<file path="config.mk">
export PLATFORM = sky130hd
export DESIGN_NAME = disp_irq_agg
export DESIGN_NICKNAME = d
export VERILOG_FILES = /design/src/rtl/disp_irq_agg.sv
export SDC_FILE = /design/constraint.sdc
export NUM_CORES = 1
export LEC_CHECK = 0
export BUFFER_PORTS_ARGS = -buffer_cell sky130_fd_sc_hd__clkbuf_2
export CELL_PAD_IN_SITES_DETAIL_PLACEMENT = 0
export CELL_PAD_IN_SITES_GLOBAL_PLACEMENT = 2
export CORE_ASPECT_RATIO = 2
export CORE_MARGIN = 5
export CORE_UTILIZATION = 34
export CTS_CLUSTER_DIAMETER = 60
export DETAILED_ROUTE_END_ITERATION = 7
export PLACE_DENSITY_LB_ADDON = 0.05
export SYNTH_ARGS = -nofsm -noshare
export SYNTH_HDL_FRONTEND = slang
export SYNTH_SLANG_ARGS = --single-unit
export TNS_END_PERCENT = 20
</file>
<file path="constraint.sdc">
create_clock -name clk -period 1.98 [get_ports clk]
set_input_delay 0 -clock clk [delete_from_list [all_inputs] [get_ports clk]]
set_output_delay 0 -clock clk [all_outputs]
set_load 0.02 [all_outputs]
</file>
<file path="src/rtl/disp_irq_agg.sv">
module disp_irq_agg #(
  parameter int NPIPE = 2,
  parameter int SW    = 16,
  parameter int IW    = 8,
  parameter int AW    = 3,
  parameter int DW    = 32
) (
  input  logic                clk,
  input  logic                rst_n,
  input  logic [NPIPE*SW-1:0] ev_in,
  input  logic                wr_en,
  input  logic                rd_en,
  input  logic [AW-1:0]       addr,
  input  logic [DW-1:0]       wdata,
  output logic [DW-1:0]       rdata,
  output logic                irq
);
  localparam int A_LIVE = NPIPE;
  localparam int A_MASK = NPIPE + 1;
  localparam int A_IDEN = NPIPE + 2;
  localparam int A_IER  = NPIPE + 3;

  logic [SW-1:0]    stat [NPIPE];
  logic [SW-1:0]    en   [NPIPE];
  logic [NPIPE-1:0] line, prev;
  logic [IW-1:0]    mask, iden, ier, rise;
  logic [DW-1:0]    rd_mux;

  wire w_mask = wr_en && addr == AW'(A_MASK);
  wire w_iden = wr_en && addr == AW'(A_IDEN);
  wire w_ier  = wr_en && addr == AW'(A_IER);

  always_ff @(posedge clk) begin
    for (int p = 0; p < NPIPE; p++) begin
      if (!rst_n) begin
        stat[p] <= '0;
        en[p]   <= '0;
      end else begin
        stat[p] <= ev_in[p*SW +: SW] |
                   (stat[p] & ~((wr_en && addr == AW'(p)) ? wdata[SW-1:0] : '0));
        if (wr_en && addr == AW'(p)) en[p] <= wdata[SW +: SW];
      end
    end
  end

  always_comb
    for (int p = 0; p < NPIPE; p++) line[p] = |(stat[p] & en[p]);

  assign rise = IW'(line & ~prev) & ~mask;

  always_ff @(posedge clk) begin
    if (!rst_n) begin
      prev <= '0;
      mask <= '1;
      iden <= '0;
      ier  <= '0;
    end else begin
      prev <= line;
      iden <= rise | (iden & ~(w_iden ? wdata[IW-1:0] : '0));
      if (w_mask) mask <= wdata[IW-1:0];
      if (w_ier)  ier  <= wdata[IW-1:0];
    end
  end

  assign irq = |(iden & ier);

  always_comb begin
    rd_mux = '0;
    for (int p = 0; p < NPIPE; p++)
      if (addr == AW'(p)) rd_mux = DW'({en[p], stat[p]});
    if (addr == AW'(A_LIVE)) rd_mux = DW'(line);
    if (addr == AW'(A_MASK)) rd_mux = DW'(mask);
    if (addr == AW'(A_IDEN)) rd_mux = DW'(iden);
    if (addr == AW'(A_IER))  rd_mux = DW'(ier);
  end

  always_ff @(posedge clk) begin
    if (!rst_n)     rdata <= '0;
    else if (rd_en) rdata <= rd_mux;
  end

  p_irq_src_r9: assert property (@(posedge clk) disable iff (!rst_n)
    irq |-> (iden != '0));

  for (genvar g = 0; g < NPIPE; g++) begin : g_chk
    p_ev_sets_r2: assert property (@(posedge clk) disable iff (!rst_n)
      |ev_in[g*SW +: SW] |=>
        ((stat[g] & $past(ev_in[g*SW +: SW])) == $past(ev_in[g*SW +: SW])));
    p_w1c_r7: assert property (@(posedge clk) disable iff (!rst_n)
      (wr_en && addr == AW'(g)) |=>
        ((stat[g] & $past(wdata[SW-1:0] & ~ev_in[g*SW +: SW])) == '0));
    p_edge_only_r4: assert property (@(posedge clk) disable iff (!rst_n)
      $rose(iden[g]) |-> $past(line[g] && !prev[g] && !mask[g]));
    p_masked_lost_r5: assert property (@(posedge clk) disable iff (!rst_n)
      ($past(mask[g]) && !$past(iden[g])) |-> !iden[g]);
    p_no_retrig_r6: assert property (@(posedge clk) disable iff (!rst_n)
      ($past(line[g]) && $past(prev[g]) && !$past(iden[g])) |-> !iden[g]);
  end
endmodule

</file>
## After elaboration in Yosys (flattened, before gate mapping)

Memory sizes are Yosys's and may differ from the RTL's.
Index checks and enable logic that the tools add are counted.
W data, S select, Z words.

| word-level totals | value |
|---|---|
| memories kept | 2 |
| output and inout port bits | 33 |
| word-level logic and storage cells | 62 |
| bits in writable memories | 64 |
| input bits | 71 |
| register bits after elaboration | 58 |

Memories:

| memory | words | bits a word | rd ports | clocked after memory_dff | wr ports | line | source |
|---|---|---|---|---|---|---|---|
| en | 2 | 16 | 2 | 0 | 2 | 24 | `logic [SW-1:0] en [NPIPE];` |
| stat | 2 | 16 | 2 | 0 | 2 | 23 | `logic [SW-1:0] stat [NPIPE];` |

| operators by class | value |
|---|---|
| bitwise gates (word level) | 20 |
| equality and inequality tests | 5 |
| multiplexer cells | 21 |
| reductions and logical operators | 9 |

Operator list:

| kind | count |
|---|---|
| $mux W32 | 6 |
| $mux W16 | 6 |
| $and A16 B16 Y16 | 4 |
| $not A16 Y16 | 2 |
| $or A16 B16 Y16 | 2 |
| $reduce_or A16 Y1 | 2 |
| $and A8 B8 Y8 | 3 |
| $not A8 Y8 | 2 |
| $and A2 B8 Y8 | 1 |
| $mux W1 | 8 |
| $mux W8 | 1 |
| $not A2 Y8 | 1 |
| $or A8 B8 Y8 | 1 |
| $reduce_or A8 Y1 | 1 |
| $eq A3 B2 Y1 const B | 2 |
| $eq A3 B3 Y1 const B | 2 |
| $logic_and A1 B1 Y1 | 5 |
| $or A1 B1 Y1 | 4 |
| $eq A3 B1 Y1 const B | 1 |
| $logic_not A3 Y1 | 1 |

## Longest topological paths before layout

| depth | value |
|---|---|
| depth in word-level cells | 7 |
| mapped depth | 7 |
| gate-level depth less buffers | 4 |

## Worst setup path after synthesis

No wires, ideal clock.

| timing path | value |
|---|---|
| path kind | input to register |
| start point | in addr[1] |
| end point | mem en[0][0], enable pin |
| stages | 4 |
| path buffers | 2 |
| data required time | 1.605 ns |
| path slack | 0.431 ns |
| library setup time | 0.375 ns |
| arrival time | 1.174 ns |
| path through | buf_4 > nor4b_4 > buf_2 > nand2b_1 |

RTL lines:

| what | line | source |
|---|---|---|
| start, declared | 13 | `input logic [AW-1:0] addr,` |
| end, declared | 24 |  |

==> flow_summary_export.csv <==
group,metric,value,unit
floorplanning,start_util,34.27,%
min_path,min-delay-start,"rd_en",
run_status,status,"finished clean",
final_layout,area_growth,40.24,%
synthesis,synth-async-reset-ratio,0,%
synthesis,syn_inst,537,
critical_path,crit_type,"in2reg",
floorplanning,fp.dieW,98.71,µm
critical_path,crit_chain,"clkbuf_2, nand2_1, nor3_2, buf_4, a21boi_0, o21a_1, dlygate4sd3_1",
synthesis,synth.most_common_cell,"dfxtp_1",
place,portBuffers,103,
routing,drt_wl_total,17160,µm
clock_tree,numCtsBuffers,17,
synthesis,synth.top_cells.by_area,"dfxtp_1 34%, edfxtp_1 18%, mux2i_1 5.4%, nand2_1 4.4%, and3_1 3.7%",
global_route,antenna_found_initial,0,
synthesis,ys_warn_count,0,
critical_path,r2r-start,"stat[0][0]",
critical_path,r2r_setup_slack,480,ps
final_layout,multiInputGateArea,2297,µm²
floorplanning,fp.dieArea,18500,µm²
synthesis,synth_cell_type_count,40,
critical_path,cp_max_fo,23,
min_path,min_path_cells,2,
sta,slew_headroom,54.89,%
floorplanning,die_h,187.4,µm
global_route,grt_pass1_vias,4830,
synthesis,syn_area,5351,µm²
sta,min_period,1647,ps
synthesis,synth_edf_count,32,
clock_tree,cts.sinks,122,
routing,drcViolationCount,0,
clock_tree,cts.reportedPaths.clkPinSlew,60,ps
routing,drtIter0Drc,160,
power_and_ir_drop,p_total,0.006545,W
floorplanning,rows,65,
floorplanning,ios,104,
power_and_ir_drop,ir_worst_vdd,626.3,µV
synthesis,ys.flop_type,"dfxtp_1",
min_path,worstHoldPathType,"in2reg",
run,max_cap_viol_count,0,
sta,rsz0062_at_grt,"no",
clock_tree,cts_tree,"yes",
sta,hold_violations,0,
clock_tree,htree_num_levels,4,
final_layout,fill_cells,1504,
critical_path,required,2290,ps
global_route,grt_pass1_wl,27170,µm
critical_path,start_kind,"input pin",
final_layout,nets,795,
place,dp_hpwl,12730,µm
final_layout,layout-drive-gt1-share,22.66,%
place,placed_cells,824,
sta,whs,86.73,ps
final_layout,post-route-util,48.06,%
synthesis,synth_top_area_share,33.67,%
final_layout,final-seq-area,2763,µm²
routing,wl_per_cell,18.29,µm
global_route,grt_max_degree,27,
sta,period_share,83.19,%
sta,max_freq,607.1,MHz
routing,antenna_left,0,
synthesis,synth_common_cells,"90 x dfxtp_1, 63 x nand2_1, 32 x and3_1, 32 x edfxtp_1, 29 x mux2i_1",
global_route,overflow,0,
critical_path,worstPathArrival,1960,ps
synthesis,yosys.area.top_type,"dfxtp_1",
clock_tree,cts_max_path_buffers,2,
sta,drv_slew,0,
synthesis,syn_area_per_cell,9.965,µm²
sta,fin_skew,9.733,ps
floorplanning,core_area,15620,µm²
global_route,grt_usage,19.31,%
routing,dr.pass1.iters,5,
final_layout,layout.cells.non_filler,938,
min_path,whs_endpoint,"rdata[5]",
clock_tree,cts_root_buf,"clkbuf_16",
place,gp_congestion,0.8124,
critical_path,ff2ff_path_depth,4,
synthesis,syn-num-nets,608,
critical_path,critPathCaptureType,"flop",
sta,fin_tns_setup,0,ps
routing,viasPerCell,4.932,
sta,worst_slew_pin_slew,673.0,ps
power_and_ir_drop,powerDensity,872.1,nW/µm²
routing,vias,4626,
critical_path,crit_slowest_cell,"dlygate4sd3_1",
synthesis,ys_ff_latch,122,
synthesis,ys_seq_area_share,51.62,%
final_layout,antenna_cells,0,
clock_tree,clock_latency,420,ps
clock_tree,cts_resized,0,
sta,setup_viol,0,
critical_path,max_stage_delay,540,ps
power_and_ir_drop,leakagePower,3.242,nW
critical_path,reg2reg_to,"iden[0]",
critical path, delay by kind of cell:
family          cells  cell delay (ps)
compound gates      2              290
simple gates        2              460
buf+inv             3             1180
stage by stage:
step,cell area [µm²],setup WS (ps)
after floorplan,5351,430.9
after global placement,6107,431.3
after detailed placement,6107,438.0
after CTS,7505,347.0
after global routing,7505,200.1
final,7505,332.9
report_power, final:
group	internal (W)	switching, W	total [W]
clock	0.00189	0.00112	0.00301
sequential	0.00269	0.000121	0.00281
combinational	0.000377	0.000343	0.000720
total	0.00496	0.00158	0.00655
cells in the final DEF (no fill, tap or decap), types with 3 or more instances in the layout:
cell / count
buf_4: 19
clkinv_2: 3
edfxtp_1: 32
and3_1: 32
nor2b_1: 22
clkbuf_16: 17
o211ai_1: 3
a21boi_0: 13
nand2b_1: 3
o22ai_1: 25
dlygate4sd3_1: 82
clkbuf_2: 102
o21ai_0: 8
inv_1: 26
a22oi_1: 9
clkinv_4: 3
a22o_1: 9
and2_1: 24
nand2_1: 63
a2bb2oi_1: 4
nor2_1: 4
o21a_1: 16
mux2_2: 10
a21oi_1: 26
a21boi_1: 11
a221oi_1: 8
dfxtp_1: 90
nand3_1: 15
mux2i_1: 29
per-layer routing:
| layer | vias up | GRT usage, % | share of wire [%] |
|---|---|---|---|
| met5 | - | 0 | 0 |
| met4 | 0 | 10.42 | 3.9 |
| met3 | 35 | 4.106 | 4.6 |
| met2 | 128 | 30.96 | 48 |
| met1 | 2166 | 24.01 | 43 |
| li1 | 2297 | - | - |
cell type report:
cell class | count | share of cell area [%]
sequential | 122 | 36.81
multi-input combinational | 351 | 30.61
timing repair buffer | 206 | 20.24
clock buffer | 21 | 6.052
tap | 201 | 3.351
clock inverter | 11 | 1.634
inverter | 26 | 1.300
cell families (layout without fill, tap and decap cells):
family | count (synthesis) | after routing | synth area share, %
muxes | 39 | 39 | 7.529
buffers and inverters | 64 | 264 | 5.448
DFF | 122 | 122 | 51.62
AOI/OAI and AO/OA | 140 | 140 | 18.10
and+or+nand+nor | 172 | 172 | 17.30
state kept, by name, summed over array words and instances (netlist names):
register,count
stat,32
prev,2
iden,8
rdata,32
en,32
ier,8
mask,8
how the worst max path moves through the flow:
stage	startpoint	to	slack, ps	depth (start not counted)
after floorplan	addr[1]	en[0][0]	430	4
after detailed placement	addr[1]	ier[5]	440	5
after global routing	addr[0]	stat[1][11]	200	7
final	addr[0]	stat[1][11]	330	7
after global placement	addr[0]	en[1][8]	430	5
after CTS	addr[0]	stat[1][11]	350	7
what timing repair did:
action                                 CTS  global route
hold buffers                            82             0
buffers inserted                         0             0
endpoints found under the hold margin   89             0
(Power assumes the default switching activity.)
